<file path="config.mk">
export PLATFORM = sky130hd
export DESIGN_NAME = wdl_top
export DESIGN_NICKNAME = d
export VERILOG_FILES = /design/src/rtl/wdl_pkg.sv /design/src/rtl/wdl_lock.sv /design/src/rtl/wdl_regs.sv /design/src/rtl/wdl_count.sv /design/src/rtl/wdl_top.sv
export SDC_FILE = /design/constraint.sdc
export NUM_CORES = 1
export LEC_CHECK = 0
export BUFFER_PORTS_ARGS = -buffer_cell sky130_fd_sc_hd__buf_2
export CORE_MARGIN = 4
export CORE_UTILIZATION = 51
export DETAILED_ROUTE_END_ITERATION = 8
export PLACE_DENSITY = 0.82
export SLEW_MARGIN = 20
export SYNTH_ARGS = -nofsm -noshare
export SYNTH_HDL_FRONTEND = slang
export SYNTH_SLANG_ARGS = --single-unit
</file>
<file path="constraint.sdc">
create_clock -name clk -period 2.2 [get_ports clk]
set_input_delay 0.33 -clock clk [delete_from_list [all_inputs] [get_ports clk]]
set_output_delay 0.33 -clock clk [all_outputs]
set_load 0.05 [all_outputs]
</file>
<file path="src/rtl/wdl_pkg.sv">
package wdl_pkg;
  localparam int unsigned ADDR_W    = 12;
  localparam int unsigned DATA_W    = 32;
  localparam int unsigned STALL_BIT = 8;

  localparam logic [ADDR_W-1:0] OFS_LOAD  = 12'h000;
  localparam logic [ADDR_W-1:0] OFS_COUNT = 12'h004;
  localparam logic [ADDR_W-1:0] OFS_CTRL  = 12'h008;
  localparam logic [ADDR_W-1:0] OFS_TEST  = 12'h418;
  localparam logic [ADDR_W-1:0] OFS_LOCK  = 12'hC00;

  localparam logic [DATA_W-1:0] UNLOCK_KEY = 32'h1ACC_E551;
endpackage

</file>
<file path="src/rtl/wdl_lock.sv">
module wdl_lock
  import wdl_pkg::*;
(
  input  logic              clk,
  input  logic              rst_n,
  input  logic              lock_wr,
  input  logic [DATA_W-1:0] wdata,
  output logic              locked
);
  logic locked_d;

  always_comb begin
    locked_d = locked;
    if (lock_wr) begin
      locked_d = (wdata != UNLOCK_KEY);
    end
  end

  always_ff @(posedge clk or negedge rst_n) begin
    if (!rst_n) begin
      locked <= 1'b1;
    end else if (lock_wr) begin
      locked <= locked_d;
    end
  end
endmodule

</file>
<file path="src/rtl/wdl_regs.sv">
module wdl_regs
  import wdl_pkg::*;
(
  input  logic              clk,
  input  logic              rst_n,
  input  logic              load_wr,
  input  logic              ctrl_wr,
  input  logic              test_wr,
  input  logic [DATA_W-1:0] wdata,
  output logic [DATA_W-1:0] load_q,
  output logic              en_q,
  output logic              stall_q
);
  logic [DATA_W-1:0] load_d;
  logic              en_d;
  logic              stall_d;

  always_comb begin
    load_d  = load_wr ? wdata : load_q;
    en_d    = ctrl_wr ? wdata[0] : en_q;
    stall_d = test_wr ? wdata[STALL_BIT] : stall_q;
  end

  always_ff @(posedge clk or negedge rst_n) begin
    if (!rst_n) begin
      load_q  <= '1;
      en_q    <= 1'b0;
      stall_q <= 1'b0;
    end else begin
      if (load_wr) load_q  <= load_d;
      if (ctrl_wr) en_q    <= en_d;
      if (test_wr) stall_q <= stall_d;
    end
  end
endmodule

</file>
<file path="src/rtl/wdl_count.sv">
module wdl_count
  import wdl_pkg::*;
(
  input  logic              clk,
  input  logic              rst_n,
  input  logic              load_wr,
  input  logic [DATA_W-1:0] wdata,
  input  logic [DATA_W-1:0] load_q,
  input  logic              en_q,
  input  logic              stall_q,
  input  logic              cpu_halted,
  output logic [DATA_W-1:0] cnt_q,
  output logic              flag_q
);
  logic [DATA_W-1:0] cnt_d;
  logic              flag_d;
  logic              run;
  logic              cnt_ce;

  // Halt freezes the count only while stall is clear.
  assign run    = en_q && !(cpu_halted && !stall_q);
  assign cnt_ce = load_wr || run;

  always_comb begin
    cnt_d  = cnt_q;
    flag_d = flag_q;
    if (load_wr) begin
      cnt_d = wdata;
    end else if (run) begin
      if (cnt_q == '0) begin
        cnt_d  = load_q;
        flag_d = 1'b1;
      end else begin
        cnt_d = cnt_q - 1'b1;
      end
    end
  end

  always_ff @(posedge clk or negedge rst_n) begin
    if (!rst_n) begin
      cnt_q  <= '1;
      flag_q <= 1'b0;
    end else if (cnt_ce) begin
      cnt_q  <= cnt_d;
      flag_q <= flag_d;
    end
  end
endmodule

</file>
<file path="src/rtl/wdl_top.sv">
module wdl_top
  import wdl_pkg::*;
(
  input  logic              clk,
  input  logic              rst_n,
  input  logic [ADDR_W-1:0] bus_addr,
  input  logic              bus_we,
  input  logic [DATA_W-1:0] bus_wdata,
  output logic [DATA_W-1:0] bus_rdata,
  input  logic              cpu_halted,
  output logic              irq
);
  logic [1:0]        rst_pipe;
  logic              rst_sync_n;
  logic              lock_q;
  logic              lock_wr;
  logic              load_wr;
  logic              ctrl_wr;
  logic              test_wr;
  logic [DATA_W-1:0] load_q;
  logic              en_q;
  logic              stall_q;
  logic [DATA_W-1:0] cnt_q;
  logic              flag_q;

  // Asynchronous assertion, synchronous release.
  always_ff @(posedge clk or negedge rst_n) begin
    if (!rst_n) rst_pipe <= 2'b00;
    else        rst_pipe <= {rst_pipe[0], 1'b1};
  end
  assign rst_sync_n = rst_pipe[1];

  assign lock_wr = bus_we && (bus_addr == OFS_LOCK);
  assign load_wr = bus_we && !lock_q && (bus_addr == OFS_LOAD);
  assign ctrl_wr = bus_we && !lock_q && (bus_addr == OFS_CTRL);
  assign test_wr = bus_we && !lock_q && (bus_addr == OFS_TEST);

  wdl_lock u_lock (
    .clk(clk), .rst_n(rst_sync_n), .lock_wr(lock_wr),
    .wdata(bus_wdata), .locked(lock_q)
  );

  wdl_regs u_regs (
    .clk(clk), .rst_n(rst_sync_n), .load_wr(load_wr), .ctrl_wr(ctrl_wr),
    .test_wr(test_wr), .wdata(bus_wdata), .load_q(load_q), .en_q(en_q),
    .stall_q(stall_q)
  );

  wdl_count u_count (
    .clk(clk), .rst_n(rst_sync_n), .load_wr(load_wr), .wdata(bus_wdata),
    .load_q(load_q), .en_q(en_q), .stall_q(stall_q),
    .cpu_halted(cpu_halted), .cnt_q(cnt_q), .flag_q(flag_q)
  );

  always_comb begin
    bus_rdata = '0;
    unique case (bus_addr)
      OFS_LOAD:  bus_rdata = load_q;
      OFS_COUNT: bus_rdata = cnt_q;
      OFS_CTRL:  bus_rdata[0] = en_q;
      OFS_TEST:  bus_rdata[STALL_BIT] = stall_q;
      OFS_LOCK:  bus_rdata[0] = lock_q;
      default:   bus_rdata = '0;
    endcase
  end

  assign irq = flag_q;
endmodule

</file>
[Word-level counts from Yosys, hierarchy flattened]
Cells that the tools add are included.
Operators by class
  add/subtract/negate cells: 1
  multiplexer cells: 7
  bitwise logic cells: 1
  reductions and logical operators: 16
  eq/ne operators: 5
Operators with widths (count)
  $mux W32: 3
  $pmux W23 S2: 1
  $logic_not A32 Y1: 1
  $ne A32 B29 Y1 const B: 1
  $sub A32 B1 Y32 const B: 1
  $pmux W7 S2: 1
  $eq A12 B11 Y1 const B: 1
  $eq A12 B12 Y1 const B: 1
  $eq A12 B3 Y1 const B: 1
  $eq A12 B4 Y1 const B: 1
  $logic_not A12 Y1: 1
  $logic_and A1 B1 Y1: 7
  $pmux W1 S4: 1
  $reduce_and A4 Y1: 1
  $logic_not A1 Y1: 3
  $pmux W1 S3: 1
  $reduce_and A2 Y1: 1
  $reduce_bool A2 Y1: 1
  $logic_or A1 B1 Y1: 1
  $not A1 Y1: 1
Storage, ports and cells
  logic and storage cells: 37
  bits in registers: 70
  input bits: 48
  output and inout bits: 33

[Depth between registers and ports, before layout]
Gate-level depths: netlist (run 1).
  depth in word-level cells: 6
  gate-level depth with buffers: 8
  mapped depth without buffers: 7

[By module]
A second synthesis (run 1) with hierarchy kept.
Second synthesis, totals
  cells, all modules: 463
  area total of the unflattened synthesis: 4814.6 um^2
Modules (own cells, without submodules)
  wdl_count: times used 1, cells an instance 282, area an instance 2497.4 um^2, sequential area each 865.8 um^2
  wdl_regs: times used 1, cells an instance 72, area an instance 1457.6 um^2, sequential area each 890.9 um^2
  wdl_top: times used 1, cells an instance 95, area an instance 732.0 um^2, sequential area each 50.0 um^2
  wdl_lock: times used 1, cells an instance 14, area an instance 127.6 um^2, sequential area each 26.3 um^2

[Least setup slack after synthesis (run 1)]
Ideal clock, no wire load.
  kind: in2out
  start: input port bus_addr[7]
  end: output port bus_rdata[10]
  path buffers: 2
  required time: 1870 ps
  path slack: -275 ps
  data arrival time: 2145 ps
  stages on the path: 6
  path through: or4_4 > nor3_4 > and3_1 > clkbuf_1 > buf_2 > a22o_1
Between the ends
  longest elaborated chain between the ends: 2
  elaborated cells on any way between the ends: 3
  those cells by class: 1 x eq/ne; 1 x mux; 1 x reduce/logical
RTL lines
  start: declaration: RTL line wdl_top.sv:6  | input logic [ADDR_W-1:0] bus_addr,
  $eq A12 B3 Y1 / $logic_not A12 Y1 (equally long branches): RTL line wdl_top.sv:57  | unique case (bus_addr)
  $pmux W23 S2 (*): RTL line wdl_top.sv:57
  end: declaration: RTL line wdl_top.sv:9  | output logic [DATA_W-1:0] bus_rdata,
Mark *: on every way between the ends. The rest lies on a longest branch, timed or not.

[Worst setup path after layout (run 1)]
  start: input port bus_addr[7]
  end: output port bus_rdata[15]
The elaborated chain is that of the path after synthesis.

==> impl_metrics.csv, run 1 <==
group,metric,value,unit
worst_setup_path,reg2regPathDepth,5,
clock_tree,clock_sinks,70,
cells_and_area,drive_gt1_frac,0.462,
cells_and_area,final_nets,658,
worst_setup_path,cp_max_fo,5,
power_and_ir_drop,ir_drop,0.000337,V
grt,grt_pass1_wl,24.8,mm
placement,dp_cells,694,
worst_hold_path,holdPathStages,3,
worst_setup_path,r2r_start,"u_count.cnt_q[19]$_DFFE_PN1P_",
worst_setup_path,crit_path_end_kind,"output port",
sta,slew_viol_final,0,
synthesis,synth_async_sr_flop_share,1.00,
outcome,status,"finished, violations left",
grt,grt_pass1_vias,4828,
cells_and_area,mostFrequentLayoutCells,"nand2_1 (122), dfstp_2 (65), buf_4 (53)",
grt,grt-ovfl-total,0,
placement,place.gp.congestion,1.00,
sta,rsz0062_at_grt,"yes",
synthesis,synth_fp_nets,536,
floorplanning,rows,33,
sta,final.period_utilization,1.06,
detailed_routing,drtAntennaViolNets,0,
synthesis,syn_area_per_cell,9.05,um2
placement,dp_hpwl,9.81,mm
outcome,violations,"negative setup slack",
worst_setup_path,arrival,2.01,ns
clock_tree,cts.clk_slew.worst_paths,0.08,ns
clock_tree,clk_latency,0.34,ns
clock_tree,htreeDepth,3,
flow_run,drv_cap,0,
sta,clock.fmax,428,MHz
synthesis,synth_warnings,0,
synthesis,ys_types,66,
synthesis,synth_cells,486,
worst_hold_path,holdCritPathClass,"primary input to register",
cells_and_area,finalNonFillerCells,718,
sta,hold-worst-slack,0.194,ns
worst_setup_path,rr_endpoint,"u_count.cnt_q[26]$_DFFE_PN1P_",
floorplanning,die-width,101,um
detailed_routing,wl_per_cell,21.0,um
worst_setup_path,reg2reg_slack,0.05,ns
worst_hold_path,min_to,"u_regs.load_q[19]$_DFFE_PN1P_",
worst_hold_path,hold_path_startpoint,"bus_wdata[19]",
synthesis,ys_seq_area_frac,0.417,
sta,finalClockSkew,0.0107,ns
cells_and_area,nFillCells,518,
sta,finalSetupTns,-2.39,ns
detailed_routing,drc,0,
synthesis,synthFlopType,"dfstp_2",
synthesis,synth_edf_count,0,
detailed_routing,totalWireLength,15.1,mm
worst_setup_path,setup.worst_path.class,"primary input to output port",
cells_and_area,multiInputGateArea,2700,um2
grt,grt_use_total,0.310,
sta,tightestPinTransition,0.689,ns
cells_and_area,final_core_utilization,0.754,
clock_tree,cts-root-buf,"clkbuf_8",
floorplanning,fp.dieH,101,um
sta,worst_slack,-0.138,ns
synthesis,yosys_register_bits,70,
worst_setup_path,cp_data_required_time,1.87,ns
detailed_routing,firstDrtPassIters,5,
power_and_ir_drop,power,0.00275,W
clock_tree,clockBufferDepth,2,
floorplanning,initial_utilization,0.530,
floorplanning,die_area,10200,um2
sta,hold_viol,0,
placement,portBuffers,80,
cells_and_area,syn2layout_area_growth,42.3,%
floorplanning,fp.coreArea,8300,um2
power_and_ir_drop,powerDensity,439,nW/um2
clock_tree,cts_tree,"done",
sta,post-route-min-period,2.34,ns
sta,setup_viol,32,
clock_tree,cts_buffers,9,
floorplanning,boundaryPins,81,
detailed_routing,vias,4702,
sta,slew_headroom,0.537,
detailed_routing,drtIter0Drc,444,
cells_and_area,final_common_cell,"nand2_1",
detailed_routing,vias_per_cell,6.55,
cells_and_area,seq_area,1830,um2
power_and_ir_drop,leakagePower,2.89,nW
synthesis,mappedNetlistArea,4400,um2
grt,antenna_found_initial,0,
cells_and_area,diodes,0,
grt,grt_max_degree,35,
worst_setup_path,cp-start-kind,"primary input",
==> flip-flops by register name, summed over array words and instances (netlist names) <==
register,count
u_regs.en_q,1
u_count.cnt_q,32
u_regs.stall_q,1
rst_pipe,2
u_count.flag_q,1
u_lock.locked,1
u_regs.load_q,32
==> worst max path at each step <==
stage,start,end,slack (ns),cells past startpoint
3_5_place_dp,bus_addr[7],bus_rdata[28],-0.24,7
2_1_floorplan,bus_addr[7],bus_rdata[10],-0.06,6
3_3_place_gp,bus_addr[7],bus_rdata[5],-0.20,7
6_report,bus_addr[7],bus_rdata[15],-0.14,9
5_1_grt,bus_addr[7],bus_rdata[23],-0.20,9
4_1_cts,bus_addr[7],bus_rdata[23],-0.13,9
==> metrics by stage <==
step	setup slack, ns	area (um2)
after global routing	-0.199	6260
after global placement	-0.205	5530
after CTS	-0.130	6210
after detailed placement	-0.242	5530
final	-0.138	6260
after floorplan	-0.0646	4690
==> cell families (layout without fill, tap and decap cells) <==
kind of cell,after synthesis,after routing,share of synthesized area
compound gates,103,103,0.197
xor+xnor,23,23,0.0458
fa+ha+maj,2,2,0.00569
buf+inv,39,166,0.0415
flops,70,70,0.417
mux,5,5,0.0122
other cells,1,1,0.000853
simple gates,243,243,0.281
==> worst max-delay path, stage by stage <==
cell and delay [ns]:
buf_6 0.09, or4_4 0.54, nor3_4 0.19, buf_4 0.14, and2_4 0.19, buf_12 0.14, buf_16 0.13, a22o_4 0.12
buf_8 0.14
==> where the power goes <==
| group | internal (W) | switching (W) | total, W |
|---|---|---|---|
| combinational | 0.000141 | 0.000191 | 0.000332 |
| clock | 0.000584 | 0.000501 | 0.00108 |
| sequential | 0.00131 | 0.0000197 | 0.00133 |
| total | 0.00203 | 0.000711 | 0.00275 |
==> metal layers <==
metal,part of all wire,GRT usage,up-vias
li1,-,-,2025
met3,0.11,0.0644,60
met2,0.46,0.480,340
met1,0.39,0.412,2277
met4,0.043,0.150,0
met5,0,0,-
==> Yosys cell counts (all sizes together), types with 3 or more instances <==
cell,number,area [um2]
a21oi,5,28.8
a221o,10,100
a22o,41,359
and2,4,25.0
buf,19,106
clkbuf,15,57.6
dfrtp,5,125
dfstp,65,1710
inv,5,18.8
mux2,3,33.8
nand2,123,462
nand2b,3,18.8
nand3,9,45.0
nand4,9,56.3
nand4b,3,32.5
nor2,31,116
nor3,17,108
nor4,14,121
nor4b,4,35.0
nor4bb,5,50.1
o211ai,8,60.1
o21ai,10,50.0
o311ai,10,95.1
or3,6,42.5
or4,4,37.5
xnor2,12,105
xor2,11,96.3
==> repair_timing <==
item | in CTS | in global routing
endpoints found under the setup margin | 43 | 42
endpoints found under the hold margin | 2 | 0
hold buffers | 1 | 0
gates resized for setup | 102 | 9
cloned | 3 | 0
pin swaps | 3 | 1
setup buffers | 4 | 0
==> layout make-up <==
type | count | area share
Sequential cell | 70 | 0.293
Timing Repair Buffer | 145 | 0.219
Clock inverter | 5 | 0.00920
Inverter | 5 | 0.00300
Multi-Input combinational cell | 377 | 0.431
Tap cell | 105 | 0.0210
Clock buffer | 11 | 0.0242
Note: power is estimated with default switching activity, not from simulation.
==> inputs of run 2 (changes only) <==
==> constraint.sdc (replaced) <==
create_clock -name clk -period 2.2 [get_ports clk]
set_input_delay 0.22 -clock clk [delete_from_list [all_inputs] [get_ports clk]]
set_output_delay 0.22 -clock clk [all_outputs]
set_load 0.05 [all_outputs]
==> run 2 against run 1 <==
  * The run now ends clean
  * Hold slack worse by 0.13 ns
  * Sequential power about the same
  * Count of clock-buffer cells in the layout unchanged
==> impl_metrics.csv, run 2 (synthesized netlist as in run 1, its figures left out) <==
group,metric,value,unit
cells_and_area,nFillCells,647,
cells_and_area,final_nets,637,
power_and_ir_drop,power_frac_comb,0.114,
detailed_routing,vias_per_cell,6.33,
power_and_ir_drop,swShare,0.251,
worst_setup_path,cp-start-kind,"primary input",
grt,grt-ovfl-total,0,
worst_hold_path,holdCritPathClass,"primary input to register",
placement,dp_cells,676,
placement,portBuffers,80,
power_and_ir_drop,power.internal,0.00213,W
worst_setup_path,reg2regPathDepth,5,
worst_hold_path,min_to,"u_regs.load_q[25]$_DFFE_PN1P_",
power_and_ir_drop,netSwitchingPower,0.000712,W
power_and_ir_drop,power,0.00284,W
worst_setup_path,worst-path-buf-inv,3,
detailed_routing,drtIter0Drc,313,
grt,grt_use_total,0.277,
floorplanning,die-width,101,um
cells_and_area,drive_gt1_frac,0.438,
cells_and_area,top_regs,"u_count.cnt_q x32, u_regs.load_q x32, rst_pipe x2",
sta,finalSetupTns,0,ns
sta,setup_viol,0,
detailed_routing,vias,4410,
worst_setup_path,crit_family,"simple AND/OR/NAND/NOR gates",
worst_setup_path,crit_path_end_kind,"output port",
power_and_ir_drop,powerDensity,512,nW/um2
outcome,status,"complete, no violations",
cells_and_area,final_core_utilization,0.668,
detailed_routing,drc,0,
power_and_ir_drop,pwr-share-clk,0.417,
sta,hold-worst-slack,0.0616,ns
placement,dp_hpwl,9.66,mm
sta,slew_headroom,0.520,
sta,final.period_utilization,0.978,
flow_run,drv_cap,0,
cells_and_area,diodes,0,
clock_tree,clk_latency,0.35,ns
placement,place.gp.congestion,0.965,
sta,rsz0062_at_grt,"yes",
sta,finalClockSkew,0.0162,ns
detailed_routing,drtAntennaViolNets,0,
cells_and_area,finalNonFillerCells,697,
sta,tightestPinTransition,0.714,ns
clock_tree,clock_sinks,70,
worst_hold_path,hold_path_startpoint,"bus_wdata[25]",
worst_setup_path,crit_path_cell_trace,"buf_2 -> or4_4 -> nor3_4 -> and3_4 -> buf_12 -> a22o_2 -> clkbuf_4",
power_and_ir_drop,ir_drop,0.000371,V
worst_setup_path,reg2reg_slack,0.08,ns
floorplanning,boundaryPins,81,
worst_setup_path,r2r_start,"u_count.cnt_q[19]$_DFFE_PN1P_",
clock_tree,cts.clk_slew.worst_paths,0.09,ns
detailed_routing,wl_per_cell,19.6,um
worst_setup_path,cpPeakStageDelay,0.55,ns
worst_setup_path,rr_endpoint,"u_count.cnt_q[26]$_DFFE_PN1P_",
floorplanning,fp.dieH,101,um
worst_setup_path,crit_slowest_cell,"or4_4",
cells_and_area,mostFrequentLayoutCells,"nand2_1 (122), dfstp_2 (65), buf_2 (56)",
floorplanning,die_area,10200,um2
worst_setup_path,worstSetupStartpoint,"bus_addr[7]",
clock_tree,cts_tree,"done",
floorplanning,fp.coreArea,8300,um2
power_and_ir_drop,pwr-share-seq,0.469,
clock_tree,clockBufferDepth,2,
cells_and_area,syn2layout_area_growth,26.0,%
detailed_routing,totalWireLength,13.7,mm
sta,slew_viol_final,0,
power_and_ir_drop,leakagePower,2.50,nW
clock_tree,cts_buffers,9,
grt,antenna_found_initial,0,
sta,hold_viol,0,
worst_setup_path,cp_max_fo,24,
grt,grt_pass1_vias,4507,
grt,grt_max_degree,36,
detailed_routing,firstDrtPassIters,5,
sta,post-route-min-period,2.15,ns
clock_tree,cts-root-buf,"clkbuf_8",
clock_tree,htreeDepth,3,
cells_and_area,final_common_cell,"nand2_1",
worst_setup_path,setup.worst_path.class,"primary input to output port",
sta,clock.fmax,465,MHz
worst_setup_path,cp_data_required_time,1.98,ns
worst_hold_path,holdPathStages,3,
floorplanning,rows,33,
worst_setup_path,arrival,1.93,ns
grt,grt_pass1_wl,22.2,mm
floorplanning,initial_utilization,0.530,
-- run 2: cell types whose count changed in the layout (fill, tap and decap cells not counted), sizes merged --
cell	change
clkbuf	+25
buf	-46
clkinvlp	-1
bufinv	+1
-- run 2: layout make-up --
| type | count | area (um2) | area share |
|---|---|---|---|
| Clock buffer | 11 | 141 | 0.0255 |
| Clock inverter | 5 | 83.8 | 0.0151 |
| Inverter | 5 | 18.8 | 0.00339 |
| Multi-Input combinational cell | 377 | 2480 | 0.448 |
| Sequential cell | 70 | 1830 | 0.331 |
| Tap cell | 105 | 131 | 0.0237 |
| Timing Repair Buffer | 124 | 847 | 0.153 |
-- run 2: layer usage --
| metal | vias to the layer above | part of all wire | track usage | routed length, um |
|---|---|---|---|---|
| met1 | 2134 | 0.39 | 0.353 | 5300 |
| met3 | 44 | 0.073 | 0.0436 | 994 |
| met4 | 0 | 0.035 | 0.131 | 475 |
| li1 | 1991 | - | - | - |
| met2 | 241 | 0.50 | 0.458 | 6880 |
| met5 | - | 0 | 0 | 0 |
-- run 2: what timing repair did --
| item | 4_1_cts | 5_1_grt |
|---|---|---|
| hold endpoints to repair | 2 | 0 |
| setup endpoints to repair | 28 | 49 |
| resized for setup | 1 | 40 |
| hold buffers | 1 | 0 |
| pin swaps | 0 | 2 |
| buffers inserted | 0 | 4 |
-- run 2: worst max-delay path by stage --
| stage | to | slack, ns | cells after the start |
|---|---|---|---|
| 4_1_cts | bus_rdata[19] | 0.0002 | 7 |
| 3_3_place_gp | bus_rdata[19] | 0.01 | 7 |
| 6_report | bus_rdata[30] | 0.05 | 7 |
| 5_1_grt | bus_rdata[30] | -0.02 | 7 |
| 3_5_place_dp | bus_rdata[19] | -0.06 | 7 |
| 2_1_floorplan | u_count.cnt_q[28]$_DFFE_PN1P_ | 0.01 | 6 |
-- run 2: worst register-to-register path: stages (launching register included) --
cell	delay [ns]
dfstp_2	0.43
or4_4	0.58
or3_1	0.38
nor4_1	0.23
xor2_1	0.11
a221o_1	0.31
-- run 2: through the flow --
stage                     instance area [um2]  setup WS, ns
after global routing                     5540       -0.0198
after global placement                   5150        0.0132
after CTS                                5390      0.000229
after detailed placement                 5150       -0.0596
final                                    5540        0.0481
after floorplan                          4440        0.0118
-- run 2: power groups by stage --
stage / logic [W] / clock network [W] / registers, W
floorplan: 0.000158 / 0 / 0.00135
global placement: 0.000292 / 0 / 0.00135
detailed placement: 0.000300 / 0 / 0.00135
CTS: 0.000306 / 0.00119 / 0.00133
global route: 0.000354 / 0.00124 / 0.00133
finish: 0.000324 / 0.00118 / 0.00133
==> inputs of run 3 (changes only) <==
--- a/config.mk
+++ b/config.mk
@@ -6,8 +6,10 @@
 export NUM_CORES = 1
 export LEC_CHECK = 0
 export BUFFER_PORTS_ARGS = -buffer_cell sky130_fd_sc_hd__buf_2
+export CELL_PAD_IN_SITES_DETAIL_PLACEMENT = 1
+export CELL_PAD_IN_SITES_GLOBAL_PLACEMENT = 2
 export CORE_MARGIN = 4
-export CORE_UTILIZATION = 51
+export CORE_UTILIZATION = 31
 export DETAILED_ROUTE_END_ITERATION = 8
 export PLACE_DENSITY = 0.82
 export SLEW_MARGIN = 20
==> run 3 against run 2 <==
  * Count of clock-buffer cells in the layout shrank 1
  * Combinational power grew 2%
  * Clock skew shrank 0.011 ns
  * Critical endpoint is now u_count.cnt_q[27]$_DFFE_PN1P_
  * Largest power group is now clock
  * Highest routed layer unchanged
==> impl_metrics.csv, run 3 (synthesized netlist as in run 1, its figures left out) <==
group,metric,value,unit
worst_setup_path,arrival,2.45,ns
detailed_routing,vias,4305,
worst_setup_path,setup.worst_path.class,"register to register",
worst_setup_path,reg2reg_slack,0.01,ns
worst_hold_path,holdCritPathClass,"primary input to register",
worst_setup_path,reg2regPathDepth,6,
power_and_ir_drop,leakagePower,2.62,nW
cells_and_area,mostFrequentLayoutCells,"nand2_1 (122), buf_4 (73), dfstp_2 (65)",
grt,antenna_found_initial,0,
detailed_routing,vias_per_cell,5.51,
worst_setup_path,cp-start-kind,"register",
worst_setup_path,cpPeakStageDelay,0.43,ns
floorplanning,fp.coreArea,13900,um2
clock_tree,cts_buffers,9,
worst_setup_path,worst-path-buf-inv,1,
worst_setup_path,r2r_start,"u_count.cnt_q[8]$_DFFE_PN1P_",
detailed_routing,firstDrtPassIters,5,
power_and_ir_drop,power_frac_comb,0.098,
detailed_routing,drtIter0Drc,294,
detailed_routing,wl_per_cell,20.8,um
placement,dp_cells,760,
cells_and_area,seq_area,1830,um2
power_and_ir_drop,netSwitchingPower,0.000795,W
sta,tightestPinTransition,0.773,ns
sta,slew_viol_final,0,
power_and_ir_drop,ir_drop,0.000380,V
power_and_ir_drop,powerDensity,571,nW/um2
floorplanning,initial_utilization,0.317,
grt,grt_max_degree,31,
cells_and_area,multiInputGateArea,2470,um2
worst_setup_path,crit_cells,6,
clock_tree,htreeDepth,3,
placement,place_area,5300,um2
cells_and_area,syn2layout_area_growth,33.5,%
power_and_ir_drop,pwr-share-clk,0.504,
grt,top_usage_layer,"met2",
worst_setup_path,rr_endpoint,"u_count.cnt_q[27]$_DFFE_PN1P_",
clock_tree,cts_tree,"done",
cells_and_area,finalNonFillerCells,782,
worst_setup_path,cp_max_fo,6,
grt,met2_usage,0.341,
sta,slew_headroom,0.484,
cells_and_area,final_nets,647,
floorplanning,die_area,16200,um2
cells_and_area,diodes,0,
detailed_routing,totalWireLength,16.3,mm
sta,finalClockSkew,0.00561,ns
worst_setup_path,worstSetupStartpoint,"u_count.cnt_q[8]$_DFFE_PN1P_",
clock_tree,clk_latency,0.34,ns
cells_and_area,top_regs,"u_count.cnt_q x32, u_regs.load_q x32, rst_pipe x2",
flow_run,drv_cap,0,
placement,dp_hpwl,11.3,mm
cells_and_area,nFillCells,1624,
sta,setup_viol,0,
grt,grt_pass1_wl,25.8,mm
clock_tree,cts-root-buf,"clkbuf_16",
sta,hold_viol,0,
sta,rsz0062_at_grt,"yes",
floorplanning,die-width,127,um
worst_setup_path,cp_data_required_time,2.46,ns
power_and_ir_drop,pwr-share-seq,0.398,
worst_setup_path,crit_family,"simple AND/OR/NAND/NOR gates",
grt,grt-ovfl-total,0,
sta,final.period_utilization,0.996,
clock_tree,cts.clk_slew.worst_paths,0.06,ns
power_and_ir_drop,power.internal,0.00256,W
outcome,status,"complete, no violations",
worst_setup_path,setup.worst_path.end,"u_count.cnt_q[27]$_DFFE_PN1P_",
detailed_routing,drc,0,
cells_and_area,drive_gt1_frac,0.447,
sta,clock.fmax,457,MHz
grt,grt_use_total,0.202,
worst_setup_path,crit_slowest_cell,"nor4_4",
worst_setup_path,crit_path_end_kind,"register",
grt,grt_pass1_vias,4729,
placement,place.gp.congestion,0.892,
floorplanning,fp.dieH,127,um
cells_and_area,fin_area,5870,um2
cells_and_area,final_common_cell,"nand2_1",
sta,finalSetupTns,0,ns
floorplanning,rows,43,
detailed_routing,drtAntennaViolNets,0,
placement,portBuffers,80,
floorplanning,boundaryPins,81,
clock_tree,clockBufferDepth,2,
grt,grtUsageMet1,0.266,
sta,post-route-min-period,2.19,ns
grt,grtUsageMet3,0.0339,
clock_tree,clock_sinks,70,
sta,hold-worst-slack,0.0953,ns
worst_setup_path,crit_path_cell_trace,"nor4_4 -> nand2_1 -> buf_4 -> nor3_1 -> xor2_1 -> a221o_1",
power_and_ir_drop,swShare,0.237,
## run 3: worst register-to-register path, delay by kind of cell (launching register included)
kind                   cells  cell delay, ns
AND/OR/NAND/NOR            3            1.06
XOR/XNOR                   1            0.12
AO/OA/AOI/OAI              1            0.31
flip-flops                 1            0.38
buffers and inverters      1            0.25
## run 3: worst min-delay path by stage
stage                  start                             to  slack [ns]  depth (start not counted)
5_1_grt        bus_wdata[20]  u_regs.load_q[20]$_DFFE_PN1P_        0.09                          3
3_3_place_gp           rst_n          rst_pipe[0]$_DFF_PN0_       0.005                          1
2_1_floorplan          rst_n          rst_pipe[0]$_DFF_PN0_       -0.08                          0
4_1_cts        bus_wdata[25]  u_regs.load_q[25]$_DFFE_PN1P_        0.08                          3
3_5_place_dp           rst_n          rst_pipe[0]$_DFF_PN0_       0.008                          1
6_report       bus_wdata[25]  u_regs.load_q[25]$_DFFE_PN1P_         0.1                          3
## run 3: per-layer routing
metal	vias to the layer above	part of all wire
li1	1996	-
met1	2175	0.44
met2	116	0.49
met3	18	0.048
met4	0	0.015
met5	-	0
## run 3: area by class of cell
class | count | share of cell area
clock buffers | 10 | 0.0390
clock inverters | 6 | 0.0187
inverters | 5 | 0.00320
multi-input cells | 377 | 0.420
flip-flops and latches | 70 | 0.312
well taps | 180 | 0.0383
repair buffers | 134 | 0.169
## run 3: repair_timing
action	in CTS	in global routing
setup endpoints to repair	52	54
endpoints found under the hold margin	2	0
gates resized for setup	39	13
hold buffers	1	0
pin swaps	3	2
gates cloned	1	1
setup buffers	2	1
## run 3: stage by stage
step	util	setup WS, ns	power, W
2_1_floorplan	-	0.0118	0.00151
3_3_place_gp	0.382	-0.0415	0.00166
3_5_place_dp	0.382	-0.0866	0.00167
4_1_cts	0.417	0.00125	0.00337
5_1_grt	0.423	-0.0356	0.00347
6_report	0.423	0.00963	0.00335
## run 3: power by group through the flow
stage | registers, W | logic (W) | clock network (W)
after floorplan | 0.00135 | 0.000158 | 0
after global placement | 0.00135 | 0.000309 | 0
after detailed placement | 0.00135 | 0.000318 | 0
after CTS | 0.00133 | 0.000325 | 0.00171
after global routing | 0.00133 | 0.000361 | 0.00177
final | 0.00133 | 0.000329 | 0.00169
